$ cat src/rtl/evtmr_pkg.sv
package evtmr_pkg;

    localparam int REG_ADDR_W = 2;
    localparam int SETUP_W    = 3;

    localparam logic [REG_ADDR_W-1:0] A_SETUP = 2'd0;
    localparam logic [REG_ADDR_W-1:0] A_CTRL  = 2'd1;
    localparam logic [REG_ADDR_W-1:0] A_LOW   = 2'd2;
    localparam logic [REG_ADDR_W-1:0] A_HIGH  = 2'd3;

    localparam logic [1:0] LAYOUT_RELOAD8 = 2'd2;

    localparam int BIT_SRC_PIN = 2;
    localparam int BIT_RUN     = 0;
    localparam int BIT_FLAG    = 1;

    typedef enum logic [1:0] {
        EDG_HIGH      = 2'd0,
        EDG_FALL_PEND = 2'd1,
        EDG_LOW       = 2'd2,
        EDG_RISE_PEND = 2'd3
    } edge_state_e;

    typedef enum logic {
        RUN_HALT   = 1'b0,
        RUN_ACTIVE = 1'b1
    } run_state_e;

    typedef enum logic {
        FLG_CLR = 1'b0,
        FLG_SET = 1'b1
    } flag_state_e;

endpackage

$ cat src/rtl/evtmr_edge_filter.sv
module evtmr_edge_filter
    import evtmr_pkg::*;
#(
    parameter int SYNC_STAGES = 2
) (
    input  logic clk,
    input  logic rst_n,
    input  logic pin,
    output logic ev_tick
);

    logic [SYNC_STAGES-1:0] sync_q;
    logic                   lvl;
    edge_state_e            state_q, state_d;

    generate
        if (SYNC_STAGES == 1) begin : g_single
            always_ff @(posedge clk or negedge rst_n) begin
                if (!rst_n) sync_q <= '1;
                else        sync_q <= pin;
            end
        end else begin : g_chain
            always_ff @(posedge clk or negedge rst_n) begin
                if (!rst_n) sync_q <= '1;
                else        sync_q <= {sync_q[SYNC_STAGES-2:0], pin};
            end
        end
    endgenerate

    assign lvl = sync_q[SYNC_STAGES-1];

    // state register
    always_ff @(posedge clk or negedge rst_n) begin
        if (!rst_n) state_q <= EDG_HIGH;
        else        state_q <= state_d;
    end

    // next state
    always_comb begin
        state_d = state_q;
        unique case (state_q)
            EDG_HIGH:      state_d = lvl ? EDG_HIGH : EDG_FALL_PEND;
            EDG_FALL_PEND: state_d = lvl ? EDG_HIGH : EDG_LOW;
            EDG_LOW:       state_d = lvl ? EDG_RISE_PEND : EDG_LOW;
            EDG_RISE_PEND: state_d = lvl ? EDG_HIGH : EDG_LOW;
        endcase
    end

    // outputs: FALL_CONFIRM transition issues the tick
    always_comb begin
        ev_tick = 1'b0;
        unique case (state_q)
            EDG_FALL_PEND: ev_tick = !lvl;
            EDG_HIGH, EDG_LOW, EDG_RISE_PEND: ev_tick = 1'b0;
        endcase
    end

    AST_TICK_TWO_LOW: assert property (@(posedge clk) disable iff (!rst_n)
        ev_tick |-> (!lvl && !$past(lvl)));

endmodule

$ cat src/rtl/evtmr_count_core.sv
module evtmr_count_core
    import evtmr_pkg::*;
#(
    parameter int BYTE_W = 8
) (
    input  logic              clk,
    input  logic              rst_n,
    input  logic              inc,
    input  logic [1:0]        layout,
    input  logic              lo_wr,
    input  logic              hi_wr,
    input  logic [BYTE_W-1:0] wdata,
    output logic [BYTE_W-1:0] lo_q,
    output logic [BYTE_W-1:0] hi_q,
    output logic              ovf_evt
);

    localparam int WIDE_W = 2 * BYTE_W;

    logic [BYTE_W-1:0] lo_d, hi_d;
    logic [WIDE_W-1:0] wide_inc;
    logic              reload_mode;

    assign reload_mode = (layout == LAYOUT_RELOAD8);
    assign wide_inc    = {hi_q, lo_q} + {{(WIDE_W-1){1'b0}}, 1'b1};

    always_ff @(posedge clk or negedge rst_n) begin
        if (!rst_n) begin
            lo_q <= '0;
            hi_q <= '0;
        end else begin
            lo_q <= lo_d;
            hi_q <= hi_d;
        end
    end

    always_comb begin
        lo_d    = lo_q;
        hi_d    = hi_q;
        ovf_evt = 1'b0;
        if (lo_wr || hi_wr) begin
            if (lo_wr) lo_d = wdata;
            if (hi_wr) hi_d = wdata;
        end else if (inc) begin
            if (reload_mode) begin
                if (&lo_q) begin
                    lo_d    = hi_q;
                    ovf_evt = 1'b1;
                end else begin
                    lo_d = lo_q + {{(BYTE_W-1){1'b0}}, 1'b1};
                end
            end else begin
                {hi_d, lo_d} = wide_inc;
                ovf_evt      = &{hi_q, lo_q};
            end
        end
    end

    AST_WRAP_ZERO: assert property (@(posedge clk) disable iff (!rst_n)
        (ovf_evt && !reload_mode) |=> ({hi_q, lo_q} == '0));
    AST_RELOAD_FROM_HIGH: assert property (@(posedge clk) disable iff (!rst_n)
        (ovf_evt && reload_mode) |=> (lo_q == $past(hi_q) && $stable(hi_q)));
    AST_WRITE_WINS: assert property (@(posedge clk) disable iff (!rst_n)
        lo_wr |=> (lo_q == $past(wdata)));
    AST_HOLD_IDLE: assert property (@(posedge clk) disable iff (!rst_n)
        (!inc && !lo_wr && !hi_wr) |=> ($stable(lo_q) && $stable(hi_q)));

endmodule

$ cat src/rtl/evtmr_ctrl.sv
module evtmr_ctrl
    import evtmr_pkg::*;
(
    input  logic clk,
    input  logic rst_n,
    input  logic ctrl_wr,
    input  logic wr_run,
    input  logic wr_flag,
    input  logic ovf_evt,
    output logic run,
    output logic flag
);

    run_state_e  run_q, run_d;
    flag_state_e flg_q, flg_d;

    // state registers
    always_ff @(posedge clk or negedge rst_n) begin
        if (!rst_n) begin
            run_q <= RUN_HALT;
            flg_q <= FLG_CLR;
        end else begin
            run_q <= run_d;
            flg_q <= flg_d;
        end
    end

    // run machine: START / STOP from control writes
    always_comb begin
        run_d = run_q;
        unique case (run_q)
            RUN_HALT:   if (ctrl_wr && wr_run)  run_d = RUN_ACTIVE;
            RUN_ACTIVE: if (ctrl_wr && !wr_run) run_d = RUN_HALT;
        endcase
    end

    // flag machine: OVERFLOW outranks SW_CLEAR / SW_SET
    always_comb begin
        flg_d = flg_q;
        unique case (flg_q)
            FLG_CLR: begin
                if (ovf_evt)                 flg_d = FLG_SET;
                else if (ctrl_wr && wr_flag) flg_d = FLG_SET;
            end
            FLG_SET: begin
                if (!ovf_evt && ctrl_wr && !wr_flag) flg_d = FLG_CLR;
            end
        endcase
    end

    // outputs
    always_comb begin
        run  = (run_q == RUN_ACTIVE);
        flag = (flg_q == FLG_SET);
    end

    AST_HW_SET_WINS: assert property (@(posedge clk) disable iff (!rst_n)
        ovf_evt |=> flag);
    AST_FLAG_STICKY: assert property (@(posedge clk) disable iff (!rst_n)
        (flag && !ctrl_wr) |=> flag);
    AST_SW_CLEAR: assert property (@(posedge clk) disable iff (!rst_n)
        (ctrl_wr && !wr_flag && !ovf_evt) |=> !flag);

endmodule

$ cat src/rtl/evtmr.sv
module evtmr
    import evtmr_pkg::*;
#(
    parameter int BYTE_W      = 8,
    parameter int SYNC_STAGES = 2
) (
    input  logic                  clk,
    input  logic                  rst_n,
    input  logic                  wr_en,
    input  logic [REG_ADDR_W-1:0] addr,
    input  logic [BYTE_W-1:0]     wdata,
    output logic [BYTE_W-1:0]     rdata,
    input  logic                  ev_pin,
    input  logic                  irq_en,
    output logic                  irq
);

    localparam int PAD_SETUP = BYTE_W - SETUP_W;
    localparam int PAD_CTRL  = BYTE_W - 2;

    logic [SETUP_W-1:0] setup_q;
    logic               setup_wr, ctrl_wr, lo_wr, hi_wr;
    logic               ev_tick, inc, run, flag, ovf_evt;
    logic [BYTE_W-1:0]  lo_q, hi_q;

    assign setup_wr = wr_en && (addr == A_SETUP);
    assign ctrl_wr  = wr_en && (addr == A_CTRL);
    assign lo_wr    = wr_en && (addr == A_LOW);
    assign hi_wr    = wr_en && (addr == A_HIGH);

    always_ff @(posedge clk or negedge rst_n) begin
        if (!rst_n)        setup_q <= '0;
        else if (setup_wr) setup_q <= wdata[SETUP_W-1:0];
    end

    evtmr_edge_filter #(.SYNC_STAGES(SYNC_STAGES)) u_filt (
        .clk(clk), .rst_n(rst_n), .pin(ev_pin), .ev_tick(ev_tick)
    );

    assign inc = run && (setup_q[BIT_SRC_PIN] ? ev_tick : 1'b1);

    evtmr_count_core #(.BYTE_W(BYTE_W)) u_core (
        .clk(clk), .rst_n(rst_n), .inc(inc), .layout(setup_q[1:0]),
        .lo_wr(lo_wr), .hi_wr(hi_wr), .wdata(wdata),
        .lo_q(lo_q), .hi_q(hi_q), .ovf_evt(ovf_evt)
    );

    evtmr_ctrl u_ctrl (
        .clk(clk), .rst_n(rst_n), .ctrl_wr(ctrl_wr),
        .wr_run(wdata[BIT_RUN]), .wr_flag(wdata[BIT_FLAG]),
        .ovf_evt(ovf_evt), .run(run), .flag(flag)
    );

    always_comb begin
        rdata = '0;
        unique case (addr)
            A_SETUP: rdata = {{PAD_SETUP{1'b0}}, setup_q};
            A_CTRL:  rdata = {{PAD_CTRL{1'b0}}, flag, run};
            A_LOW:   rdata = lo_q;
            A_HIGH:  rdata = hi_q;
        endcase
    end

    assign irq = flag && irq_en;

    AST_HALT_FLAG_STILL: assert property (@(posedge clk) disable iff (!rst_n)
        (!run && !ctrl_wr) |=> $stable(flag));
    AST_HALT_NO_OVERFLOW: assert property (@(posedge clk) disable iff (!rst_n)
        !run |-> !ovf_evt);

endmodule

$ cat config.mk
export PLATFORM = sky130hd
export DESIGN_NAME = evtmr
export DESIGN_NICKNAME = d
export VERILOG_FILES = /design/src/rtl/evtmr_pkg.sv /design/src/rtl/evtmr_edge_filter.sv /design/src/rtl/evtmr_count_core.sv /design/src/rtl/evtmr_ctrl.sv /design/src/rtl/evtmr.sv
export SDC_FILE = /design/constraint.sdc
export NUM_CORES = 1
export LEC_CHECK = 0
export ABC_CLOCK_PERIOD_IN_PS = 5460
export BUFFER_PORTS_ARGS = -buffer_cell sky130_fd_sc_hd__buf_4
export CAP_MARGIN = 5
export CORE_MARGIN = 4
export CORE_UTILIZATION = 60
export DETAILED_ROUTE_END_ITERATION = 10
export PLACE_DENSITY = 0.83
export SYNTH_ARGS = -nofsm -noshare
export SYNTH_HDL_FRONTEND = slang
export SYNTH_SLANG_ARGS = --single-unit
$ cat constraint.sdc
create_clock -name clk -period 5.46 [get_ports clk]
set_clock_uncertainty 0.2 [all_clocks]
set_input_delay 0.546 -clock clk [delete_from_list [all_inputs] [get_ports clk]]
set_output_delay 0.546 -clock clk [all_outputs]
set_load 0.02 [all_outputs]
After elaboration in Yosys (flattened, before gate mapping)
Cells that the tools add are included.
- bits of input ports: 15
- logic and storage cells: 73
- output and inout port bits: 9
- flip-flop bits (word level): 25
- bitwise gates (word level): 2
- mux-type cells: 27
- $add $sub $neg: 2
- reduce and logical (&&, ||, !) cells: 25
- equality and inequality tests: 10
- operators with widths (operator ; count):
    two-way mux 8 bit ; 9
    case mux 8 bit (4 select lines) ; 1
    adder 16 x 1 -> 16 bit (second input constant) ; 1
    AND reduction 16 bit ; 1
    two-way mux 1 bit ; 12
    logical AND 1 bit ; 11
    == test 2 bit (second input constant) ; 5
    adder 8 x 1 -> 8 bit (second input constant) ; 1
    AND reduction 8 bit ; 1
    case mux 1 bit (2 select lines) ; 3
    case mux 2 bit (3 select lines) ; 1
    == test 2 x 1 -> 1 bit (second input constant) ; 2
    zero test 1 bit ; 4
    zero test 2 bit ; 2
    != test 2 x 1 -> 1 bit (second input constant) ; 2
    AND reduction 3 bit ; 1
    OR reduction 3 bit ; 1
    two-way mux 2 bit ; 1
    != test 2 bit (second input constant) ; 1
    inverter 1 bit ; 2
    AND reduction 2 bit ; 1
    nonzero test 2 bit ; 1
    OR reduction 2 bit ; 1
    logical OR 1 bit ; 1

Longest topological paths before layout
Gate-level depths: netlist of run 1.
- word-level depth: 12
- mapped depth: 6
- mapped depth without buffers: 5

Modules after synthesis
A second synthesis of run 1 with hierarchy kept.
- cell total of the unflattened synthesis: 190
- area, all modules: 1774.2 µm²
- modules (own cells, without submodules) (module ; area an instance (µm²) ; cells an instance ; times used ; sequential area each (µm²)):
    evtmr_count_core ; 1233.7 ; 145 ; 1 ; 400.4
    evtmr ; 327.8 ; 31 ; 1 ; 75.1
    evtmr_edge_filter ; 136.4 ; 9 ; 1 ; 102.6
    evtmr_ctrl ; 76.3 ; 5 ; 1 ; 50.0

Least setup slack after synthesis of run 1
No wires, ideal clock.
- path type: input to output
- start point: in addr[0]
- end point: out rdata[3]
- path buffers: 2
- arrival time: 1.487 ns
- slack: 3.227 ns
- required time: 4.714 ns
- stages: 4
- path through: clkbuf_1 -> buf_2 -> mux2i_1 -> nor2b_1
- word-level cells in the longest chain between the ends: 2
- elaborated cells between the ends (all ways): 5
- RTL lines (what ; RTL line ; RTL):
    from (decl) ; evtmr.sv:10 ; input logic [REG_ADDR_W-1:0] addr,
    == test 2 bit, or another cell as far along ; evtmr.sv:56 ; unique case (addr)
    case mux 8 bit (4 select lines) * ; evtmr.sv:56 ;
    to (decl) ; evtmr.sv:12 ; output logic [BYTE_W-1:0] rdata,
Every way passes the cells marked *; elsewhere a longest branch is shown, timed or not.

Worst setup path after layout of run 1
- start point: reg u_core.hi_q[0]
- end point: out rdata[0]
- word-level cells in the longest chain between the ends: 1
- RTL lines (what ; RTL line ; RTL):
    from (decl) ; evtmr_count_core.sv:14 ; output logic [BYTE_W-1:0] hi_q,
    from (signal assigned) ; evtmr_count_core.sv:33 ; hi_q <= hi_d;
    case mux 8 bit (4 select lines) ; evtmr.sv:56 ;
No other way between the ends.

==> flow_metrics.tcl, run 1 <==
set metrics [dict create \
    cts_buffers 3 \
    cts_setup_buffers 0 \
    insertion_delay_ns 0.34 \
    fin_nets 224 \
    seqPwrFrac 0.461 \
    dieWidth_um 62.6 \
    tns_ns 0 \
    p_leak_nw 0.811 \
    fin_util 0.706 \
    finalHoldViolCount 0 \
    hpwl_mm 3.45 \
    first_pass_iters 5 \
    final_area_um2 1980 \
    worstPathRequired_ns 4.71 \
    r2r.worst_path.cells 5 \
    worst-path-buf-inv 1 \
    antennaDiodeCount 0 \
    rsz0062_at_grt "false" \
    synthesis.area_um2 1790 \
    clockPowerShare 0.121 \
    ctsHoldBuffers 1 \
    numClockSinks 25 \
    die_h_um 62.6 \
    synth_seq_cells 25 \
    finalSetupViolations 0 \
    wl_mm 4.82 \
    grt_pass1_wl_mm 8.30 \
    cts-root-buf "clkbuf_4" \
    clk_pin_slew_ns 0.16 \
    htreeDepth 1 \
    cp.arrival_ns 1.51 \
    viasPerCell 7.23 \
    p_int_uw 425 \
    period_minus_slack_ns 2.26 \
    synthArstFlopShare 1.00 \
    power_density_nw_per_um2 388 \
    status "finished clean" \
    cp_max_fo 7 \
    grt_pass1_vias 1733 \
    yosys_most_used_dff "dfrtp_1" \
    drive_above_1_share 0.208 \
    clockBufferDepth 2 \
    num_vias 1721 \
    worstMarginPinSlew_ns 0.684 \
    dpl_cell_area_um2 1940 \
    hold_end "u_filt.sync_q[0]$_DFF_PN1_" \
    critPathLaunchType "flip-flop" \
    syn_inst 191 \
    synth_fp_nets 207 \
    critPathMaxStageDelay_ns 0.50 \
    grt_max_degree 26 \
    die_area_um2 3910 \
    io_buffer_count 23 \
    design.core.area_um2 2810 \
    drc 0 \
    finalWeightedCongestion 0.932 \
    drv_slew 0 \
    yosysUniqueCellTypes 52 \
    grt-ovfl-total 0 \
    start_util 0.636 \
    fmax_mhz 443 \
    r2r-start "u_core.lo_q[0]$_DFFE_PN0P_" \
    regToRegEndpoint "u_core.hi_q[2]$_DFFE_PN0P_" \
    rows 19 \
    holdPathStages 1 \
    peakVddDrop_v 0.000263 \
    ctsResizeCount 0 \
    p_switching_uw 343 \
    cp-end-kind "output pin" \
    area_growth_pct 10.9 \
    ys_warn_count 0 \
    worstPathCellList "mux4_2 -> buf_4" \
    grt_antenna_before_repair 0 \
    io_pins 24 \
    swShare 0.447 \
    drt_iter0_markers 201 \
    grtUsageTotal 0.259 \
    startpoint "u_core.hi_q[0]$_DFFE_PN0P_" \
    wl_per_cell_um 20.2 \
    holdCritPathClass "input port to flip-flop" \
    synth_sequential_area_ratio 0.352 \
    crit_family "multiplexers" \
    holdCritStartpoint "ev_pin" \
    relSlewSlack 0.543 \
    synth_edf_count 0 \
    fin_hold_ws_ns 0.0964 \
    max-cap-violations 0 \
    ant_nets 0 \
    mostFrequentLayoutCells "dfrtp_1 (23), buf_4 (23), nor2_1 (12)" \
    period_share 0.414 \
    cts_tree "done" \
    syn-mean-instance-area_um2 9.35 \
    critPathKind "flip-flop to output pin" \
    combPwrFrac 0.418 \
    r2r_slack_ns 3.26 \
    critPathSlowestCell "mux4_2" \
]
==> routing by layer <==
metal / vias up / share of wire / global-route usage
met4: 0 / 0.026 / 0.0634
met2: 115 / 0.45 / 0.426
li1: 772 / - / -
met5: - / 0 / 0
met1: 813 / 0.43 / 0.349
met3: 21 / 0.096 / 0.0540
==> cell usage after synthesis, types with 3 or more instances <==
library cell  instances  area [µm²]
o22a_1                5        43.8
o211ai_1              3        22.5
clkbuf_1              4        15.0
a21oi_1               7        35.0
and4_1                3        26.3
nor2b_1               6        37.5
and2_1                3        18.8
a31o_1                4        35.0
mux2i_1              11         110
nor2_1               12        45.0
a41oi_1               4        35.0
a211oi_1              7        52.6
o21ai_0               4        20.0
and3_1                5        31.3
nor3_1                7        35.0
nor2_2                3        18.8
nand3_1              10        50.1
a31oi_1               7        43.8
nand4_1               4        25.0
a311oi_1              3        26.3
buf_2                 7        35.0
dfrtp_1              23         576
inv_1                 5        18.8
nand2_1               9        33.8
==> worst max-delay path by stage <==
stage	endpoint	slack [ns]	cells past startpoint
global placement	u_core.lo_q[6]$_DFFE_PN0P_	3.14	5
CTS	rdata[1]	3.22	3
finish	rdata[0]	3.20	2
detailed placement	u_core.lo_q[6]$_DFFE_PN0P_	3.13	5
floorplan	rdata[3]	3.23	4
global route	rdata[0]	3.17	2
==> through the flow <==
step	total power [mW]	setup WS, ns	instances
5_1_grt	0.818	3.17	238
4_1_cts	0.759	3.22	238
6_report	0.768	3.20	238
3_3_place_gp	0.658	3.14	233
2_1_floorplan	0.565	3.23	191
3_5_place_dp	0.668	3.13	233
==> logic make-up (layout without fill, tap and decap cells) <==
kind of cell | count (synthesis) | in the layout | share of synthesized area
xor+xnor | 2 | 2 | 0.00981
mux | 16 | 16 | 0.106
fa+ha+maj | 1 | 1 | 0.00701
buf+inv | 18 | 34 | 0.0448
compound gates | 58 | 58 | 0.260
simple gates | 71 | 71 | 0.221
flops | 25 | 25 | 0.352
==> state kept, by name, summed over array words and instances (netlist names), named ones only <==
register / count
u_ctrl.flag: 1
u_filt.sync_q: 2
u_core.lo_q: 8
u_core.hi_q: 8
setup_q: 3
u_filt.state_q: 1
==> final cells by class <==
class                      count  area (µm²)
clock buffer                   3        22.5
clock inverter                 1        7.51
fill                         222         826
inverter                       6        22.5
multi-input combinational    148        1080
sequential                    25         628
tap                           31        38.8
timing repair buffer          24         183
==> power groups by stage <==
stage,Clock (mW),Sequential [mW],Combinational [mW]
floorplan,0,0.313,0.252
global placement,0,0.349,0.309
detailed placement,0,0.353,0.315
CTS,0.0924,0.349,0.318
global route,0.103,0.364,0.351
finish,0.0927,0.354,0.321
==> worst register-to-register path: stages (launching register included) <==
cell and delay [ns]:
dfrtp_1 0.50, ha_1 0.26, nand3_1 0.18, nor3_1 0.58, a21oi_1 0.15, o22a_1 0.24
No activity file was read; power rests on OpenSTA's default activity.
==> run 2: changes to the inputs <==
--- a/config.mk
+++ b/config.mk
@@ -5,13 +5,14 @@
 export SDC_FILE = /design/constraint.sdc
 export NUM_CORES = 1
 export LEC_CHECK = 0
-export ABC_CLOCK_PERIOD_IN_PS = 5460
+export ABC_AREA = 1
+export ABC_CLOCK_PERIOD_IN_PS = 2200
 export BUFFER_PORTS_ARGS = -buffer_cell sky130_fd_sc_hd__buf_4
 export CAP_MARGIN = 5
 export CORE_MARGIN = 4
-export CORE_UTILIZATION = 60
+export CORE_UTILIZATION = 57
 export DETAILED_ROUTE_END_ITERATION = 10
-export PLACE_DENSITY = 0.83
+export PLACE_DENSITY = 0.79
 export SYNTH_ARGS = -nofsm -noshare
 export SYNTH_HDL_FRONTEND = slang
 export SYNTH_SLANG_ARGS = --single-unit
==> constraint.sdc (replaced) <==
create_clock -name clk -period 2.2 [get_ports clk]
set_clock_uncertainty 0.2 [all_clocks]
set_input_delay 0.22 -clock clk [delete_from_list [all_inputs] [get_ports clk]]
set_output_delay 0.22 -clock clk [all_outputs]
set_load 0.02 [all_outputs]
==> run 2 against run 1 <==
  * Register-to-register slack lost 3.0 ns
  * Via count grew 8.9%
  * Clock power grew 130%
  * Highest routed layer unchanged
  * Global-route usage shrank 0.38 points
  * First-iteration DRC count decreased by 10%
  * Sequential power rose by 150%
  * Cell count grew 46%
  * Area after synthesis grew 2.7%
  * Synthesized cell count is 45% higher
==> flow_metrics.tcl, run 2 <==
set metrics [dict create \
    power_density_nw_per_um2 1060 \
    synth_edf_count 0 \
    r2r-start "u_core.lo_q[0]$_DFFE_PN0P_" \
    drc 0 \
    yosysTopAreaCell "dfrtp_1" \
    synthArstFlopShare 1.00 \
    cts_setup_buffers 0 \
    holdCritStartpoint "wdata[0]" \
    ant_nets 0 \
    p_int_mw 1.12 \
    synth_fp_nets 293 \
    synthesis.area_um2 1830 \
    layout_commonest_cell "nand2_1" \
    largestRegisters "u_core.hi_q (8), u_core.lo_q (8), setup_q (3)" \
    area_growth_pct 13.8 \
    swShare 0.492 \
    finalWeightedCongestion 0.954 \
    critPathLaunchType "flip-flop" \
    synth_sequential_area_ratio 0.342 \
    io_pins 24 \
    antennaDiodeCount 0 \
    synth_top_area_frac 0.314 \
    synth_most_common_cell "nand2_1" \
    r2r_slack_ns 0.30 \
    start_util 0.596 \
    p_leak_nw 1.08 \
    dp_slack_ns 0.358 \
    die_h_um 64.7 \
    ys_warn_count 0 \
    peakVddDrop_v 0.000558 \
    period_minus_slack_ns 1.90 \
    holdPathStages 3 \
    report.power.total_mw 2.20 \
    rows 20 \
    worstPathRequired_ns 2.26 \
    combPwrFrac 0.506 \
    seqPwrFrac 0.398 \
    ctsResizeCount 0 \
    fin_ws_ns 0.301 \
    synth_common_cells "nand2_1 (77), nor2_1 (41), inv_1 (35)" \
    drt_iter0_markers 181 \
    tns_ns 0 \
    drive_above_1_share 0.161 \
    fmax_mhz 527 \
    yosys_most_used_dff "dfrtp_1" \
    yosysUniqueCellTypes 29 \
    cp.arrival_ns 1.96 \
    cts_buffers 3 \
    period_share 0.863 \
    regToRegEndpoint "u_core.lo_q[2]$_DFFE_PN0P_" \
    die_area_um2 4190 \
    first_pass_iters 5 \
    grt_antenna_before_repair 0 \
    worstMarginPinSlew_ns 0.324 \
    num_vias 1875 \
    holdCritPathClass "input port to flip-flop" \
    hpwl_mm 3.62 \
    syn_inst 277 \
    mostFrequentLayoutCells "nand2_1 (77), nor2_1 (41), inv_1 (35)" \
    grtUsageTotal 0.255 \
    clockPowerShare 0.096 \
    syn-mean-instance-area_um2 6.62 \
    cp-end-kind "flip-flop" \
    p_switching_mw 1.08 \
    fin_nets 321 \
    synth_area_leaders "dfrtp_1 (31%), nand2_1 (16%), nor2_1 (8.4%), inv_1 (7.2%), a21oi_1 (5.7%)" \
    dieWidth_um 64.7 \
    viasPerCell 5.39 \
    grt_pass1_vias 1717 \
    cts-root-buf "clkbuf_4" \
    htreeDepth 1 \
    rsz0062_at_grt "false" \
    design.core.area_um2 3080 \
    wl_per_cell_um 14.0 \
    insertion_delay_ns 0.33 \
    synth_seq_cells 25 \
    drv_slew 0 \
    clockBufferDepth 2 \
    io_buffer_count 23 \
    finalSetupViolations 0 \
    ctsHoldBuffers 4 \
    status "finished clean" \
    critPathKind "flip-flop to flip-flop" \
    numClockSinks 25 \
    grt_pass1_wl_mm 8.27 \
    wl_mm 4.87 \
    finalHoldViolCount 0 \
    fin_hold_ws_ns 0.00653 \
    grt-ovfl-total 0 \
    relSlewSlack 0.783 \
    clk_pin_slew_ns 0.13 \
    cts_tree "done" \
    r2r.worst_path.cells 7 \
    grt_max_degree 26 \
    max-cap-violations 0 \
    cp_max_fo 12 \
]
[run 2: cell count changes in the layout (fill, tap and decap cells not counted), moves of 10 or more]
cell     before  now
a21oi_1       7   21
o21ai_0       4   14
nor2_1       12   41
nand3_1      10   20
inv_1         5   35
mux2i_1      11    1
nand2_1       9   77
[run 2: power groups by stage]
stage	Combinational [mW]	Sequential, mW	Clock, mW
floorplan	0.865	0.792	0
global placement	1.08	0.874	0
detailed placement	1.09	0.873	0
CTS	1.10	0.863	0.216
global route	1.26	0.901	0.238
finish	1.12	0.877	0.212
[run 2: kinds of logic after synthesis]
family	Yosys count	synth area share
AND/OR/NAND/NOR	158	0.385
AO/OA/AOI/OAI	45	0.136
flip-flops	25	0.342
adder cells (fa/ha/maj)	1	0.00682
buffers and inverters	43	0.105
XOR/XNOR	4	0.0191
multiplexers	1	0.00546
[run 2: cell type report]
type / instances / area, µm²
flip-flops and latches: 25 / 628
inverters: 39 / 151
repair buffers: 27 / 213
multi-input cells: 209 / 1010
fillers: 277 / 991
clock buffers: 4 / 26.3
well taps: 44 / 55.1
[run 2: layer usage]
metal	wire, µm	GRT usage	vias to the layer above
li1	-	-	941
met1	2210	0.369	839
met2	2110	0.393	88
met3	480	0.0364	7
met4	67	0.0765	0
met5	0	0	-
[run 2: how the worst max path moves through the flow]
stage	startpoint	endpoint	slack, ns
detailed placement	u_core.lo_q[0]$_DFFE_PN0P_	u_core.lo_q[2]$_DFFE_PN0P_	0.36
floorplan	u_core.lo_q[0]$_DFFE_PN0P_	u_core.lo_q[0]$_DFFE_PN0P_	0.62
finish	u_core.lo_q[0]$_DFFE_PN0P_	u_core.lo_q[2]$_DFFE_PN0P_	0.30
CTS	u_core.lo_q[0]$_DFFE_PN0P_	u_core.lo_q[2]$_DFFE_PN0P_	0.33
global placement	u_core.lo_q[0]$_DFFE_PN0P_	u_core.lo_q[2]$_DFFE_PN0P_	0.36
global route	u_core.lo_q[0]$_DFFE_PN0P_	u_core.hi_q[4]$_DFFE_PN0P_	0.18
[run 2: through the flow]
| step | area [µm²] | cells | util |
|---|---|---|---|
| after CTS | 2090 | 348 | 0.678 |
| after floorplan | 1830 | 277 | - |
| after global routing | 2090 | 348 | 0.678 |
| after detailed placement | 2020 | 340 | 0.657 |
| after global placement | 2020 | 340 | 0.657 |
| final | 2090 | 348 | 0.678 |
[run 2: critical path, cell delays in order, from the launching register on]
cell and delay [ns]:
dfrtp_1 0.47, ha_1 0.26, nand2_2 0.10, nor2_4 0.12, nand3_2 0.25, o21ai_2 0.23, nand2_1 0.07, a21oi_1 0.12
==> run 3: changes to the inputs <==
--- a/config.mk
+++ b/config.mk
@@ -5,7 +5,6 @@
 export SDC_FILE = /design/constraint.sdc
 export NUM_CORES = 1
 export LEC_CHECK = 0
-export ABC_AREA = 1
 export ABC_CLOCK_PERIOD_IN_PS = 2200
 export BUFFER_PORTS_ARGS = -buffer_cell sky130_fd_sc_hd__buf_4
 export CAP_MARGIN = 5
==> run 3 against run 2 <==
  * Clock-buffer cell count fell by 1
  * Cell count fell by 25%
  * Sequential power fell by 0.9%
  * Register-to-register slack got worse by 0.16 ns
  * Clock power rose by 8%
  * Wire length rose by 1.8%
==> flow_metrics.tcl, run 3 (same netlist as run 1, synthesis figures left out) <==
set metrics [dict create \
    cts_tree "done" \
    ctsResizeCount 0 \
    antennaDiodeCount 0 \
    grtUsageTotal 0.256 \
    fmax_mhz 486 \
    tns_ns 0 \
    critPathKind "flip-flop to flip-flop" \
    drive_above_1_share 0.216 \
    grt-ovfl-total 0 \
    largestRegisters "u_core.hi_q (8), u_core.lo_q (8), setup_q (3)" \
    mostFrequentLayoutCells "buf_4 (27), dfrtp_1 (23), nor2_1 (12)" \
    grt_max_degree 26 \
    cp.arrival_ns 2.13 \
    first_pass_iters 5 \
    worstMarginPinSlew_ns 0.496 \
    rows 20 \
    period_share 0.935 \
    clk_pin_slew_ns 0.15 \
    drc 0 \
    fin_util 0.692 \
    worstPathCellList "ha_1 -> and3_1 -> nand3_1 -> mux2i_1 -> a211oi_1" \
    cts-root-buf "clkbuf_4" \
    dieWidth_um 64.0 \
    numClockSinks 25 \
    grt_pass1_vias 1654 \
    drv_slew 0 \
    report.power.total_mw 1.92 \
    peakVddDrop_v 0.000596 \
    start_util 0.590 \
    dpl_cell_area_um2 1990 \
    seqCellArea_um2 628 \
    fin_nets 235 \
    design.core.area_um2 3030 \
    finalWeightedCongestion 0.955 \
    io_pins 24 \
    die_area_um2 4090 \
    cts_buffers 3 \
    critPathSlowestCell "dfrtp_1" \
    num_vias 1731 \
    layout_commonest_cell "buf_4" \
    worstPathRequired_ns 2.27 \
    hpwl_mm 3.59 \
    max-cap-violations 0 \
    fillers 236 \
    worst-path-buf-inv 0 \
    status "finished clean" \
    period_minus_slack_ns 2.06 \
    grt_antenna_before_repair 0 \
    final_area_um2 2100 \
    wl_per_cell_um 18.9 \
    wl_mm 4.95 \
    die_h_um 64.0 \
    relSlewSlack 0.668 \
    finalSetupViolations 0 \
    rsz0062_at_grt "false" \
    cp_max_fo 8 \
    critPathLaunchType "flip-flop" \
    p_leak_nw 0.860 \
    power_density_nw_per_um2 917 \
    holdCritPathClass "input port to asynchronous set/reset pin" \
    cts_setup_buffers 0 \
    crit_family "simple AND/OR/NAND/NOR gates" \
    htreeDepth 1 \
    cp-end-kind "flip-flop" \
    finalHoldViolCount 0 \
    clockBufferDepth 2 \
    fin_hold_ws_ns 0.0967 \
    multi_input_area_um2 1080 \
    drt_iter0_markers 207 \
    viasPerCell 6.61 \
    critPathMaxStageDelay_ns 0.47 \
    grt_pass1_wl_mm 8.20 \
    ant_nets 0 \
    insertion_delay_ns 0.34 \
    area_growth_pct 17.4 \
    io_buffer_count 23 \
]
## run 3: cell count changes in the layout (fill, tap and decap cells not counted), moves of 7 or more
cell	change
a31oi_1	+7
inv_1	-30
a21oi_1	-14
nor2_1	-29
o21ai_0	-10
nand2_1	-68
nand3_1	-10
a211oi_1	+7
mux2i_1	+10
## run 3: through the flow
stage                     worst slack, ns  instances
after floorplan                     0.358        191
after global placement              0.243        250
after detailed placement            0.190        250
after CTS                           0.154        262
after global routing               0.0370        262
final                               0.142        262
## run 3: power breakdown
part           internal (mW)  leakage (nW)  switching [mW]
registers              0.612         0.293           0.257
clock network         0.0700        0.0139           0.159
logic                  0.395         0.553           0.429
## run 3: area by class of cell
type | instances | share of cell area
inverter | 6 | 0.0107
clock buffer | 3 | 0.0107
timing repair buffer | 35 | 0.135
multi-input combinational | 148 | 0.514
tap | 44 | 0.0263
sequential | 25 | 0.300
clock inverter | 1 | 0.00358
## run 3: what timing repair did
action / in CTS / in global routing
hold buffers: 8 / 0
hold endpoints to repair: 36 / 0
setup endpoints to repair: 0 / 0
## run 3: final timing paths
| path | from | end | slack [ns] | cells past startpoint |
|---|---|---|---|---|
| worst max-delay path | u_core.lo_q[0]$_DFFE_PN0P_ | u_core.lo_q[1]$_DFFE_PN0P_ | 0.14 | 5 |
| worst min-delay path | rst_n | u_core.lo_q[5]$_DFFE_PN0P_ | 0.1 | 2 |
| worst max register to register | u_core.lo_q[0]$_DFFE_PN0P_ | u_core.lo_q[1]$_DFFE_PN0P_ | 0.14 | 5 |
| worst min register to register | u_filt.sync_q[0]$_DFF_PN1_ | u_filt.sync_q[1]$_DFF_PN1_ | 0.19 | 0 |
| max in group asynchronous | rst_n | u_filt.sync_q[1]$_DFF_PN1_ | 1.39 | 2 |
| min in group clk | wr_en | flip-flop | 0.10 | 3 |
## run 3: routing by layer
metal,wire length (µm),vias up,global-route usage
met5,0,-,0
met4,163,0,0.124
met3,483,18,0.0422
met2,2240,119,0.397
met1,2060,797,0.345
li1,-,797,-
